### config.mk
export PLATFORM = sky130hd
export DESIGN_NAME = hd_home_dir
export DESIGN_NICKNAME = d
export VERILOG_FILES = /design/src/rtl/hd_pkg.sv /design/src/rtl/hd_dir_table.sv /design/src/rtl/hd_policy.sv /design/src/rtl/hd_home_dir.sv
export SDC_FILE = /design/constraint.sdc
export NUM_CORES = 1
export LEC_CHECK = 0
export ABC_AREA = 1
export ABC_CLOCK_PERIOD_IN_PS = 4400
export BUFFER_PORTS_ARGS = -buffer_cell sky130_fd_sc_hd__buf_2
export CAP_MARGIN = 40
export CELL_PAD_IN_SITES_DETAIL_PLACEMENT = 1
export CELL_PAD_IN_SITES_GLOBAL_PLACEMENT = 1
export CORE_MARGIN = 5
export CORE_UTILIZATION = 40
export DETAILED_ROUTE_END_ITERATION = 10
export PLACE_DENSITY_LB_ADDON = 0.1
export SYNTH_ARGS = -nofsm -noshare
export SYNTH_HDL_FRONTEND = slang
export SYNTH_HIERARCHICAL = 1
export SYNTH_SLANG_ARGS = --single-unit
### constraint.sdc
create_clock -name clk -period 4.4 [get_ports clk]
set_input_delay 0 -clock clk [delete_from_list [all_inputs] [get_ports clk]]
set_output_delay 0 -clock clk [all_outputs]
set_load 0.02 [all_outputs]
### src/rtl/hd_pkg.sv
package hd_pkg;

    typedef enum logic [1:0] {
        ST_UNC = 2'd0,
        ST_SHR = 2'd1,
        ST_DRT = 2'd2
    } dir_st_e;

    typedef enum logic [2:0] {
        RQ_READ = 3'd0,
        RQ_RFO  = 3'd1,
        RQ_WB   = 3'd2,
        RQ_IACK = 3'd3,
        RQ_XACK = 3'd4
    } req_e;

    typedef enum logic [2:0] {
        RS_DATA   = 3'd0,
        RS_OWN    = 3'd1,
        RS_INV    = 3'd2,
        RS_FRD    = 3'd3,
        RS_FRFO   = 3'd4,
        RS_RECALL = 3'd5,
        RS_NAK    = 3'd6,
        RS_WBACK  = 3'd7
    } rsp_e;

    typedef enum logic [1:0] {
        PD_INV    = 2'd0,
        PD_FRD    = 2'd1,
        PD_FRFO   = 2'd2,
        PD_RECALL = 2'd3
    } pend_e;

    localparam int unsigned HD_VEC_MAX = 32;

    function automatic int unsigned bit_count(input logic [HD_VEC_MAX-1:0] v);
        int unsigned n;
        n = 0;
        for (int i = 0; i < HD_VEC_MAX; i++) n += int'(v[i]);
        return n;
    endfunction

    function automatic int unsigned first_set(input logic [HD_VEC_MAX-1:0] v);
        int unsigned idx;
        idx = 0;
        for (int i = HD_VEC_MAX - 1; i >= 0; i--) if (v[i]) idx = i;
        return idx;
    endfunction

endpackage

### src/rtl/hd_dir_table.sv
module hd_dir_table #(
    parameter int unsigned LINES  = 16,
    parameter int unsigned ENT_W  = 12,
    parameter int unsigned DATA_W = 32,
    localparam int unsigned LINE_W = (LINES > 1) ? $clog2(LINES) : 1
) (
    input  logic              clk,
    input  logic              rst,
    input  logic [LINE_W-1:0] addr,
    input  logic              ent_we,
    input  logic [ENT_W-1:0]  ent_d,
    input  logic              dat_we,
    input  logic [DATA_W-1:0] dat_d,
    output logic [ENT_W-1:0]  ent_q,
    output logic [DATA_W-1:0] dat_q
);

    logic [ENT_W-1:0]  dir_arr [LINES];
    logic [DATA_W-1:0] dat_arr [LINES];

    always_ff @(posedge clk) begin
        if (rst) begin
            for (int i = 0; i < int'(LINES); i++) begin
                dir_arr[i] <= '0;
                dat_arr[i] <= DATA_W'(i);
            end
        end else begin
            if (ent_we) dir_arr[addr] <= ent_d;
            if (dat_we) dat_arr[addr] <= dat_d;
        end
    end

    assign ent_q = dir_arr[addr];
    assign dat_q = dat_arr[addr];

endmodule

### src/rtl/hd_policy.sv
module hd_policy
    import hd_pkg::*;
#(
    parameter int unsigned NODES  = 4,
    parameter int unsigned DATA_W = 32,
    parameter int unsigned ENT_W  = 12,
    localparam int unsigned NID_W = (NODES > 1) ? $clog2(NODES) : 1,
    localparam int unsigned CNT_W = $clog2(NODES + 1)
) (
    input  req_e              kind,
    input  logic              loc,
    input  logic [NID_W-1:0]  src,
    input  logic [DATA_W-1:0] wdata,
    input  logic [ENT_W-1:0]  ent_q,
    input  logic [DATA_W-1:0] dat_q,
    output logic              ent_we,
    output logic [ENT_W-1:0]  ent_d,
    output logic              dat_we,
    output logic [DATA_W-1:0] dat_d,
    output logic              msg_v,
    output rsp_e              msg_kind,
    output logic              msg_loc,
    output logic [NID_W-1:0]  msg_dst,
    output logic [NID_W-1:0]  msg_rq,
    output logic [DATA_W-1:0] msg_data,
    output logic [NODES-1:0]  inv_mask,
    output logic [NID_W-1:0]  inv_rq,
    output logic [1:0]        wr_st,
    output logic [NODES-1:0]  wr_pv,
    output logic              cur_busy
);

    typedef struct packed {
        dir_st_e          st;
        logic [NODES-1:0] pv;
        logic             busy;
        pend_e            pend;
        logic [CNT_W-1:0] cnt;
        logic [NID_W-1:0] preq;
        logic             plocal;
        logic             prfo;
    } ent_t;

    ent_t             e, n;
    logic [NODES-1:0] src_oh, others;
    logic [NID_W-1:0] owner;
    logic             is_owner;

    assign e        = ent_t'(ent_q);
    assign src_oh   = NODES'(1) << src;
    assign others   = e.pv & ~src_oh;
    assign owner    = NID_W'(first_set(HD_VEC_MAX'(e.pv)));
    assign is_owner = (e.st == ST_DRT) && e.pv[src];
    assign cur_busy = e.busy;

    always_comb begin
        n        = e;
        ent_we   = 1'b0;
        dat_we   = 1'b0;
        dat_d    = wdata;
        msg_v    = 1'b0;
        msg_kind = RS_NAK;
        msg_loc  = loc;
        msg_dst  = loc ? '0 : src;
        msg_rq   = src;
        msg_data = dat_q;
        inv_mask = '0;
        inv_rq   = loc ? '0 : src;

        unique case (kind)
            RQ_READ, RQ_RFO: begin
                msg_v = 1'b1;
                if (e.busy) begin
                    msg_kind = RS_NAK;
                end else if (loc) begin
                    if (e.st == ST_DRT) begin
                        msg_kind = RS_RECALL;
                        msg_loc  = 1'b0;
                        msg_dst  = owner;
                        msg_rq   = '0;
                        ent_we   = 1'b1;
                        n.busy   = 1'b1;
                        n.pend   = PD_RECALL;
                        n.plocal = 1'b1;
                        n.prfo   = (kind == RQ_RFO);
                    end else if (kind == RQ_READ || e.st == ST_UNC) begin
                        msg_kind = (kind == RQ_READ) ? RS_DATA : RS_OWN;
                    end else begin
                        msg_v    = 1'b0;
                        inv_mask = e.pv;
                        ent_we   = 1'b1;
                        n.busy   = 1'b1;
                        n.pend   = PD_INV;
                        n.cnt    = CNT_W'(bit_count(HD_VEC_MAX'(e.pv)));
                        n.plocal = 1'b1;
                        n.prfo   = 1'b1;
                    end
                end else if (is_owner) begin
                    msg_kind = RS_NAK;
                end else if (e.st == ST_DRT) begin
                    msg_kind = (kind == RQ_READ) ? RS_FRD : RS_FRFO;
                    msg_dst  = owner;
                    ent_we   = 1'b1;
                    n.busy   = 1'b1;
                    n.pend   = (kind == RQ_READ) ? PD_FRD : PD_FRFO;
                    n.preq   = src;
                    n.plocal = 1'b0;
                end else if (kind == RQ_READ) begin
                    msg_kind = RS_DATA;
                    ent_we   = 1'b1;
                    n.st     = ST_SHR;
                    n.pv     = e.pv | src_oh;
                end else if (others == '0) begin
                    msg_kind = RS_OWN;
                    ent_we   = 1'b1;
                    n.st     = ST_DRT;
                    n.pv     = src_oh;
                end else begin
                    msg_v    = 1'b0;
                    inv_mask = others;
                    ent_we   = 1'b1;
                    n.busy   = 1'b1;
                    n.pend   = PD_INV;
                    n.cnt    = CNT_W'(bit_count(HD_VEC_MAX'(others)));
                    n.preq   = src;
                    n.plocal = 1'b0;
                    n.prfo   = 1'b1;
                end
            end
            RQ_WB: begin
                msg_v = 1'b1;
                if (loc) begin
                    if (!e.busy && e.st == ST_UNC) begin
                        msg_kind = RS_WBACK;
                        dat_we   = 1'b1;
                    end else begin
                        msg_kind = RS_NAK;
                    end
                end else if (e.busy) begin
                    if ((e.pend == PD_FRD || e.pend == PD_RECALL) && e.pv[src]) begin
                        dat_we = 1'b1;
                        ent_we = 1'b1;
                        n.busy = 1'b0;
                        if (e.pend == PD_FRD) begin
                            msg_v = 1'b0;
                            n.st  = ST_SHR;
                            n.pv  = e.pv | (NODES'(1) << e.preq);
                        end else begin
                            msg_kind = e.prfo ? RS_OWN : RS_DATA;
                            msg_loc  = 1'b1;
                            msg_dst  = '0;
                            msg_rq   = '0;
                            msg_data = wdata;
                            n.st     = ST_UNC;
                            n.pv     = '0;
                        end
                    end else begin
                        msg_kind = RS_NAK;
                    end
                end else if (is_owner) begin
                    msg_kind = RS_WBACK;
                    dat_we   = 1'b1;
                    ent_we   = 1'b1;
                    n.st     = ST_UNC;
                    n.pv     = '0;
                end else begin
                    msg_kind = RS_WBACK;
                end
            end
            RQ_IACK: begin
                if (!loc && e.busy && e.pend == PD_INV) begin
                    ent_we = 1'b1;
                    if (e.cnt > CNT_W'(1)) begin
                        n.cnt = e.cnt - CNT_W'(1);
                    end else begin
                        n.cnt    = '0;
                        n.busy   = 1'b0;
                        msg_v    = 1'b1;
                        msg_kind = e.prfo ? RS_OWN : RS_DATA;
                        msg_loc  = e.plocal;
                        msg_dst  = e.plocal ? '0 : e.preq;
                        msg_rq   = e.preq;
                        if (e.plocal) begin
                            n.st = ST_UNC;
                            n.pv = '0;
                        end else begin
                            n.st = ST_DRT;
                            n.pv = NODES'(1) << e.preq;
                        end
                    end
                end
            end
            RQ_XACK: begin
                if (!loc && e.busy && e.pend == PD_FRFO && src == e.preq) begin
                    ent_we = 1'b1;
                    n.busy = 1'b0;
                    n.st   = ST_DRT;
                    n.pv   = src_oh;
                end
            end
            default: ;
        endcase
    end

    assign ent_d = ENT_W'(n);
    assign wr_st = n.st;
    assign wr_pv = n.pv;

endmodule

### src/rtl/hd_home_dir.sv
module hd_home_dir
    import hd_pkg::*;
#(
    parameter int unsigned NODES  = 4,
    parameter int unsigned LINES  = 16,
    parameter int unsigned DATA_W = 32,
    localparam int unsigned NID_W  = (NODES > 1) ? $clog2(NODES) : 1,
    localparam int unsigned LINE_W = (LINES > 1) ? $clog2(LINES) : 1,
    localparam int unsigned CNT_W  = $clog2(NODES + 1),
    localparam int unsigned ENT_W  = 2 + NODES + 1 + 2 + CNT_W + NID_W + 2
) (
    input  logic              clk,
    input  logic              rst,
    input  logic              req_valid,
    output logic              req_ready,
    input  logic [2:0]        req_kind,
    input  logic              req_local,
    input  logic [NID_W-1:0]  req_src,
    input  logic [LINE_W-1:0] req_line,
    input  logic [DATA_W-1:0] req_data,
    output logic              resp_valid,
    input  logic              resp_ready,
    output logic [2:0]        resp_kind,
    output logic              resp_local,
    output logic [NID_W-1:0]  resp_dst,
    output logic [NID_W-1:0]  resp_req,
    output logic [LINE_W-1:0] resp_line,
    output logic [DATA_W-1:0] resp_data
);

    typedef enum logic {S_IDLE, S_INV} seq_e;

    seq_e              seq_q;
    logic              out_free, fire;
    logic [ENT_W-1:0]  ent_q, ent_d;
    logic [DATA_W-1:0] dat_q, dat_d;
    logic              tbl_we, dat_we;
    logic              msg_v, msg_loc;
    rsp_e              msg_kind, out_kind;
    logic [NID_W-1:0]  msg_dst, msg_rq, inv_rq, inv_rq_q;
    logic [DATA_W-1:0] msg_data;
    logic [NODES-1:0]  inv_mask, inv_mask_q, inv_left;
    logic [LINE_W-1:0] inv_line_q;
    logic [NID_W-1:0]  inv_dst;
    logic [1:0]        wr_st;
    logic [NODES-1:0]  wr_pv;
    logic              rd_busy, in_inv;

    assign out_free  = !resp_valid || resp_ready;
    assign in_inv    = (seq_q == S_INV);
    assign req_ready = !in_inv && out_free;
    assign fire      = req_valid && req_ready;

    hd_dir_table #(
        .LINES (LINES),
        .ENT_W (ENT_W),
        .DATA_W(DATA_W)
    ) u_table (
        .clk   (clk),
        .rst   (rst),
        .addr  (req_line),
        .ent_we(fire && tbl_we),
        .ent_d (ent_d),
        .dat_we(fire && dat_we),
        .dat_d (dat_d),
        .ent_q (ent_q),
        .dat_q (dat_q)
    );

    hd_policy #(
        .NODES (NODES),
        .DATA_W(DATA_W),
        .ENT_W (ENT_W)
    ) u_policy (
        .kind    (req_e'(req_kind)),
        .loc     (req_local),
        .src     (req_src),
        .wdata   (req_data),
        .ent_q   (ent_q),
        .dat_q   (dat_q),
        .ent_we  (tbl_we),
        .ent_d   (ent_d),
        .dat_we  (dat_we),
        .dat_d   (dat_d),
        .msg_v   (msg_v),
        .msg_kind(msg_kind),
        .msg_loc (msg_loc),
        .msg_dst (msg_dst),
        .msg_rq  (msg_rq),
        .msg_data(msg_data),
        .inv_mask(inv_mask),
        .inv_rq  (inv_rq),
        .wr_st   (wr_st),
        .wr_pv   (wr_pv),
        .cur_busy(rd_busy)
    );

    assign inv_dst  = NID_W'(first_set(HD_VEC_MAX'(inv_mask_q)));
    assign inv_left = inv_mask_q & ~(NODES'(1) << inv_dst);

    always_ff @(posedge clk) begin
        if (rst) begin
            seq_q      <= S_IDLE;
            inv_mask_q <= '0;
            inv_line_q <= '0;
            inv_rq_q   <= '0;
        end else if (in_inv) begin
            if (out_free) begin
                inv_mask_q <= inv_left;
                if (inv_left == '0) seq_q <= S_IDLE;
            end
        end else if (fire && inv_mask != '0) begin
            seq_q      <= S_INV;
            inv_mask_q <= inv_mask;
            inv_line_q <= req_line;
            inv_rq_q   <= inv_rq;
        end
    end

    always_ff @(posedge clk) begin
        if (rst) begin
            resp_valid <= 1'b0;
            out_kind   <= RS_NAK;
            resp_local <= 1'b0;
            resp_dst   <= '0;
            resp_req   <= '0;
            resp_line  <= '0;
            resp_data  <= '0;
        end else if (out_free) begin
            if (in_inv) begin
                resp_valid <= 1'b1;
                out_kind   <= RS_INV;
                resp_local <= 1'b0;
                resp_dst   <= inv_dst;
                resp_req   <= inv_rq_q;
                resp_line  <= inv_line_q;
                resp_data  <= '0;
            end else if (fire && msg_v) begin
                resp_valid <= 1'b1;
                out_kind   <= msg_kind;
                resp_local <= msg_loc;
                resp_dst   <= msg_dst;
                resp_req   <= msg_rq;
                resp_line  <= req_line;
                resp_data  <= msg_data;
            end else begin
                resp_valid <= 1'b0;
            end
        end
    end

    assign resp_kind = out_kind;

endmodule

== Yosys cells after proc, flatten, opt, wreduce, memory -nomap -nowiden ==
Memories as Yosys holds them, arrays and structs flattened.
Cells that the tools add are included.
Word-level totals
  RAM bits: 768
  output and inout bits: 46
  memories: 2
  flip-flop bits (word level): 56
  word-level logic and storage cells: 253
Cells by class
  add/subtract/negate cells: 7
  order comparisons: 2
  bitwise gates (word level): 7
  equal/unequal tests: 10
  muxes and demuxes: 177
  shift operators: 3
  reduce and logical (&&, ||, !) cells: 34
Memories
  u_table.dat_arr: depth 16, width 32, rd ports 1, clocked after memory_dff 0, write ports 16, line hd_dir_table.sv:19  | logic [DATA_W-1:0] dat_arr [LINES];
  u_table.dir_arr: depth 16, width 16, rd ports 1, clocked after memory_dff 0, write ports 16, line hd_dir_table.sv:18  | logic [ENT_W-1:0] dir_arr [LINES];
Operator list (count)
  2-to-1 mux 32 bit: 8
  2-to-1 mux 2 bit: 39
  2-to-1 mux 3 bit: 24
  2-to-1 mux 4 bit: 17
  2-to-1 mux 1 bit: 60
  2-to-1 mux 6 bit: 9
  2-to-1 mux 16 bit: 3
  2-to-1 mux 7 bit: 5
  OR reduction 32 bit: 1
  one-hot mux 7 bit (4 select lines): 1
  2-to-1 mux 10 bit: 2
  OR reduction 16 bit: 1
  logical AND 1 bit: 13
  adder 3 x 1 -> 3 bit: 4
  one-hot mux 2 bit (3 select lines): 2
  left shift 1 x 2 -> 4 bit, first input constant: 3
  one-hot mux 3 bit (3 select lines): 1
  AND 4 bit: 2
  zero test 4 bit: 2
  inverter 4 bit: 2
  bitwise OR 4 bit: 2
  == test 2 bit, second input constant: 3
  == test 3 x 2 -> 1 bit, second input constant: 2
  one-hot mux 1 bit (3 select lines): 2
  other kinds (22): 32

== Logic depth before layout (Yosys ltp) ==
  depth in word-level cells: 15
  depth in mapped cells: 28
  depth with buffers taken out: 24

== Cells and area by module ==
The synthesis kept the hierarchy.
By module, submodules not included
  hd_dir_table: times used 1, cells an instance 4109, seq. area each 23062.1 um2, area an instance 36303.6 um2
  hd_policy: times used 1, cells an instance 518, seq. area each 0.0 um2, area an instance 2648.8 um2
  hd_home_dir: times used 1, cells an instance 328, seq. area each 1121.1 um2, area an instance 2429.8 um2

== Worst setup path after synthesis ==
Ideal clock, no wire load.
  path type: input -> register
  start point: in req_line[0]
  end point: mem u_table.dat_arr[5][0] (enable)
  required time: 4011 ps
  stages: 27
  library setup time: 389 ps
  path slack: 591 ps
  arrival time: 3420 ps
  path through: buf_6 inv_6 buf_6 buf_2 nand2_1 nand2_1 nand2_1 nand2_1 nand2_1 nand2_1 inv_1 nand2_1 inv_1 nor2_1 buf_2 nand2_1 o21ai_0 o21ai_0 inv_1 inv_1 nor2_1 nand2_4 inv_2 buf_4 nand3_1 buf_2 nand2_1
RTL lines
  start: declaration: line hd_home_dir.sv:19  | input logic [LINE_W-1:0] req_line,
  end: declaration: line hd_dir_table.sv:19

== Worst setup path after layout ==
  start point: mem u_table/dir_arr[13][9] (netlist name)
  end point: reg resp_data[5]
Between the ends
  elaborated cells on any way between the ends: 16
  classes of those cells: mux (10); reduce/logical (5); memory (1)
RTL lines
  start: declaration: line hd_dir_table.sv:18
  memory read (16 x 16 bit)
  named net ent_q[9]: line hd_home_dir.sv:35  | logic [ENT_W-1:0] ent_q, ent_d;
  2-to-1 mux 32 bit: line hd_policy.sv:139  | end else if (e.busy) begin
  2-to-1 mux 32 bit: line hd_policy.sv:132  | if (loc) begin
  2-to-1 mux 32 bit: line hd_policy.sv:70  | unique case (kind)
  named net msg_data[5]: line hd_home_dir.sv:41  | logic [DATA_W-1:0] msg_data;
  2-to-1 mux 32 bit: line hd_home_dir.sv:138  | end else if (fire && msg_v) begin
  2-to-1 mux 32 bit: line hd_home_dir.sv:130  | if (in_inv) begin
  end signal: assignment: line hd_home_dir.sv:145  | resp_data <= msg_data;
  end: declaration: line hd_home_dir.sv:28  | output logic [DATA_W-1:0] resp_data
The timed path passes the listed nets, and every way through them passes these cells. The select of a mux whose other input is x is not followed.
A chain may end at the register's enable or synchronous reset.

==> run summary <==
Outcome -> finished, final reports clean
Root Buffer -> clkbuf_16
Routed Antenna Nets -> 0
Finished Core Util -> 45.6%
Clk sinks -> 824
Remaining DRCs -> 0
Pins over their slew limit -> 0
Post-Syn Instances -> 4948
Critical path cell sequence -> nand2_1, nand2_1, nand2_1, nand2_1, nand2_1, nand2_1, inv_1, nand2_1, nand2_1, buf_4, inv_1, nand4_4, or2_4, buf_4, buf_4, nand2_1, o21ai_1, nand4_1, dlygate4sd3_1, a21oi_1
GPL Wtd Cong -> 0.955
Setup violators final -> 0
Total Routing Usage GR -> 25.9%
Leak -> 21.2 nW
CP max-delay cell -> dlygate4sd3_1
Core area -> 103000 um2
Setup TNS -> 0 ps
Largest stage delay, worst path -> 600 ps
Critical-path maximum fanout -> 38
Slew margin rel. -> 33.5%
Iteration-0 DRC count of the detailed router -> 2603
Filler cells -> 12200
First-pass GRT wire length -> 216000 um
Vias in the first global route -> 33300
Port Buffers -> 91
Htree depth -> 3
Setup crit end kind -> register
DRT Pass-1 Iters -> 5
Clock tree from TritonCTS -> yes
Cell area after synthesis -> 41300 um2
Worst path required time -> 5010 ps
Startpoint types -> register
Die height -> 331 um
Clk buf depth -> 3
Post-DP HPWL -> 92400 um
RSZ-0062 raised after global routing -> no
Number of antenna violations at the first check in global routing -> 3
Drt total wl -> 146000 um
Row count -> 118
Max Fclk -> 239 MHz
MaxCap Viol Count -> 0
Chip Width -> 331 um
Power Total -> 19.0 mW
Final Skew -> 35.8 ps
WS Path Type -> reg -> reg
CP top delay family -> simple AND/OR/NAND/NOR gates
Worst path bufs/invs -> 6
Worst Tran Pin Value -> 997 ps
Fin crit share -> 95.3%
Avg WL per Cell -> 22.6 um
Starting Density -> 40.1%
Syn_area_per_cell -> 8.35 um2
PD cells -> 404 nW/um2
Clock Pin Slew Worst Setup and Hold Paths -> 60 ps
Synth Net Count -> 5003
Grt total ovfl -> 0
Nets@finish -> 5077
Worst vdd ir -> 0.288 mV
Min Clock Period, post-route -> 4190 ps
Hold Path Class -> in -> reg
DIE AREA -> 110000 um2
Via count of the routed design -> 33300
Hold Vio Cnt, Final -> 0
Crit path DAT -> 4800 ps
Most used cell, CP -> nand2_1
Clk_lat worst skew -> 700 ps
Largest net degree at the start of global routing -> 167
Layout area overhead -> 13.7%
Via density -> 5.14
Top-Level Pins -> 92
Cts bufs inserted -> 94
Layout cells sized above 1 -> 10.3%
Yosys Warn Count -> 6
## path summary, 6_finish.rpt
kind | endpoint | slack (ps) | start | cells after the start
max | resp_data[5]$_SDFFE_PP0P_ | 210 | u_table/dir_arr[13][9]$_SDFFCE_PN0P_ | 20
min | inv_line_q[0]$_SDFFE_PP0P_ | 130 | req_line[0] | 5
max reg2reg | resp_data[5]$_SDFFE_PP0P_ | 210 | u_table/dir_arr[13][9]$_SDFFCE_PN0P_ | 20
min reg2reg | resp_data[10]$_SDFFE_PP0P_ | 480 | resp_data[10]$_SDFFE_PP0P_ | 2
## final cells by class
cell class | instances | area [um2] | share of cell area [%]
Timing Repair Buffer | 326 | 2610 | 5.54
Clock buffer | 105 | 2400 | 5.11
Multi-Input combinational cell | 3511 | 14400 | 30.5
Sequential cell | 824 | 24200 | 51.4
Antenna cell | 3 | 7.51 | 0.0160
Tap cell | 1380 | 1730 | 3.67
Clock inverter | 68 | 706 | 1.50
Inverter | 265 | 1020 | 2.17
## layout by cell type (no fill, tap or decap), types with 10 or more instances in the layout
master,n
nand3_4,11
nand3_1,76
inv_2,11
clkinv_1,18
clkbuf_16,94
nand4_1,47
edfxtp_1,768
dlygate4sd3_1,52
o21ai_0,42
nand3_2,16
clkbuf_1,10
o21ai_1,15
buf_12,16
buf_2,89
buf_4,164
dfxtp_1,56
inv_1,247
a21oi_1,72
o21ai_2,19
nand2_2,23
bufinv_16,10
nor2_1,809
clkinv_2,25
nand2_1,2318
## sequential cells by signal, summed over array words and instances (netlist names), 2 cells and up
name             cells
u_table/dat_arr    512
u_table/dir_arr    256
resp_data           32
inv_line_q           4
inv_mask_q           4
resp_line            4
resp_kind            3
inv_rq_q             2
resp_dst             2
resp_req             2
## per-layer routing
metal | track usage [%] | up-vias | share of wire, %
li1 | - | 15700 | -
met1 | 36.1 | 16600 | 45
met2 | 41.4 | 849 | 46
met3 | 3.66 | 191 | 5.2
met4 | 9.59 | 0 | 4.0
met5 | 0 | - | 0
## what timing repair did
| action | 4_1_cts | 5_1_grt |
|---|---|---|
| resized for setup | 0 | 2 |
| endpoints found under the hold margin | 351 | 0 |
| hold buffers | 52 | 0 |
| endpoints found under the setup margin | 0 | 1 |
| buffers inserted | 0 | 3 |
## power breakdown
| group | switching [mW] | leakage [nW] | total (mW) | internal, mW |
|---|---|---|---|---|
| sequential | 0.0813 | 8.25 | 8.88 | 8.80 |
| combinational | 1.62 | 11.4 | 2.16 | 0.535 |
| clock | 3.39 | 1.52 | 7.94 | 4.55 |
## per-stage QoR
stage / hold WS (ps) / cell area (um2) / std cells / worst slack [ps]
6_report: 126 / 47000 / 6482 / 207
5_1_grt: 131 / 47000 / 6481 / 2.42
4_1_cts: 81.6 / 47000 / 6476 / 197
3_5_place_dp: 430 / 43300 / 6251 / 316
3_3_place_gp: 419 / 43300 / 6248 / 291
2_1_floorplan: 167 / 41300 / 4948 / 591
## worst reg2reg max path, stage by stage (launching register included)
cell	delay [ps]
edfxtp_1	420
nand2_1	140
nand2_1	70
nand2_1	50
nand2_1	50
nand2_1	50
nand2_1	80
inv_1	80
nand2_1	320
nand2_1	240
buf_4	160
inv_1	90
nand4_4	140
or2_4	550
buf_4	450
buf_4	220
nand2_1	60
o21ai_1	120
nand4_1	100
dlygate4sd3_1	600
a21oi_1	130
No activity file was read; power rests on OpenSTA's default activity.
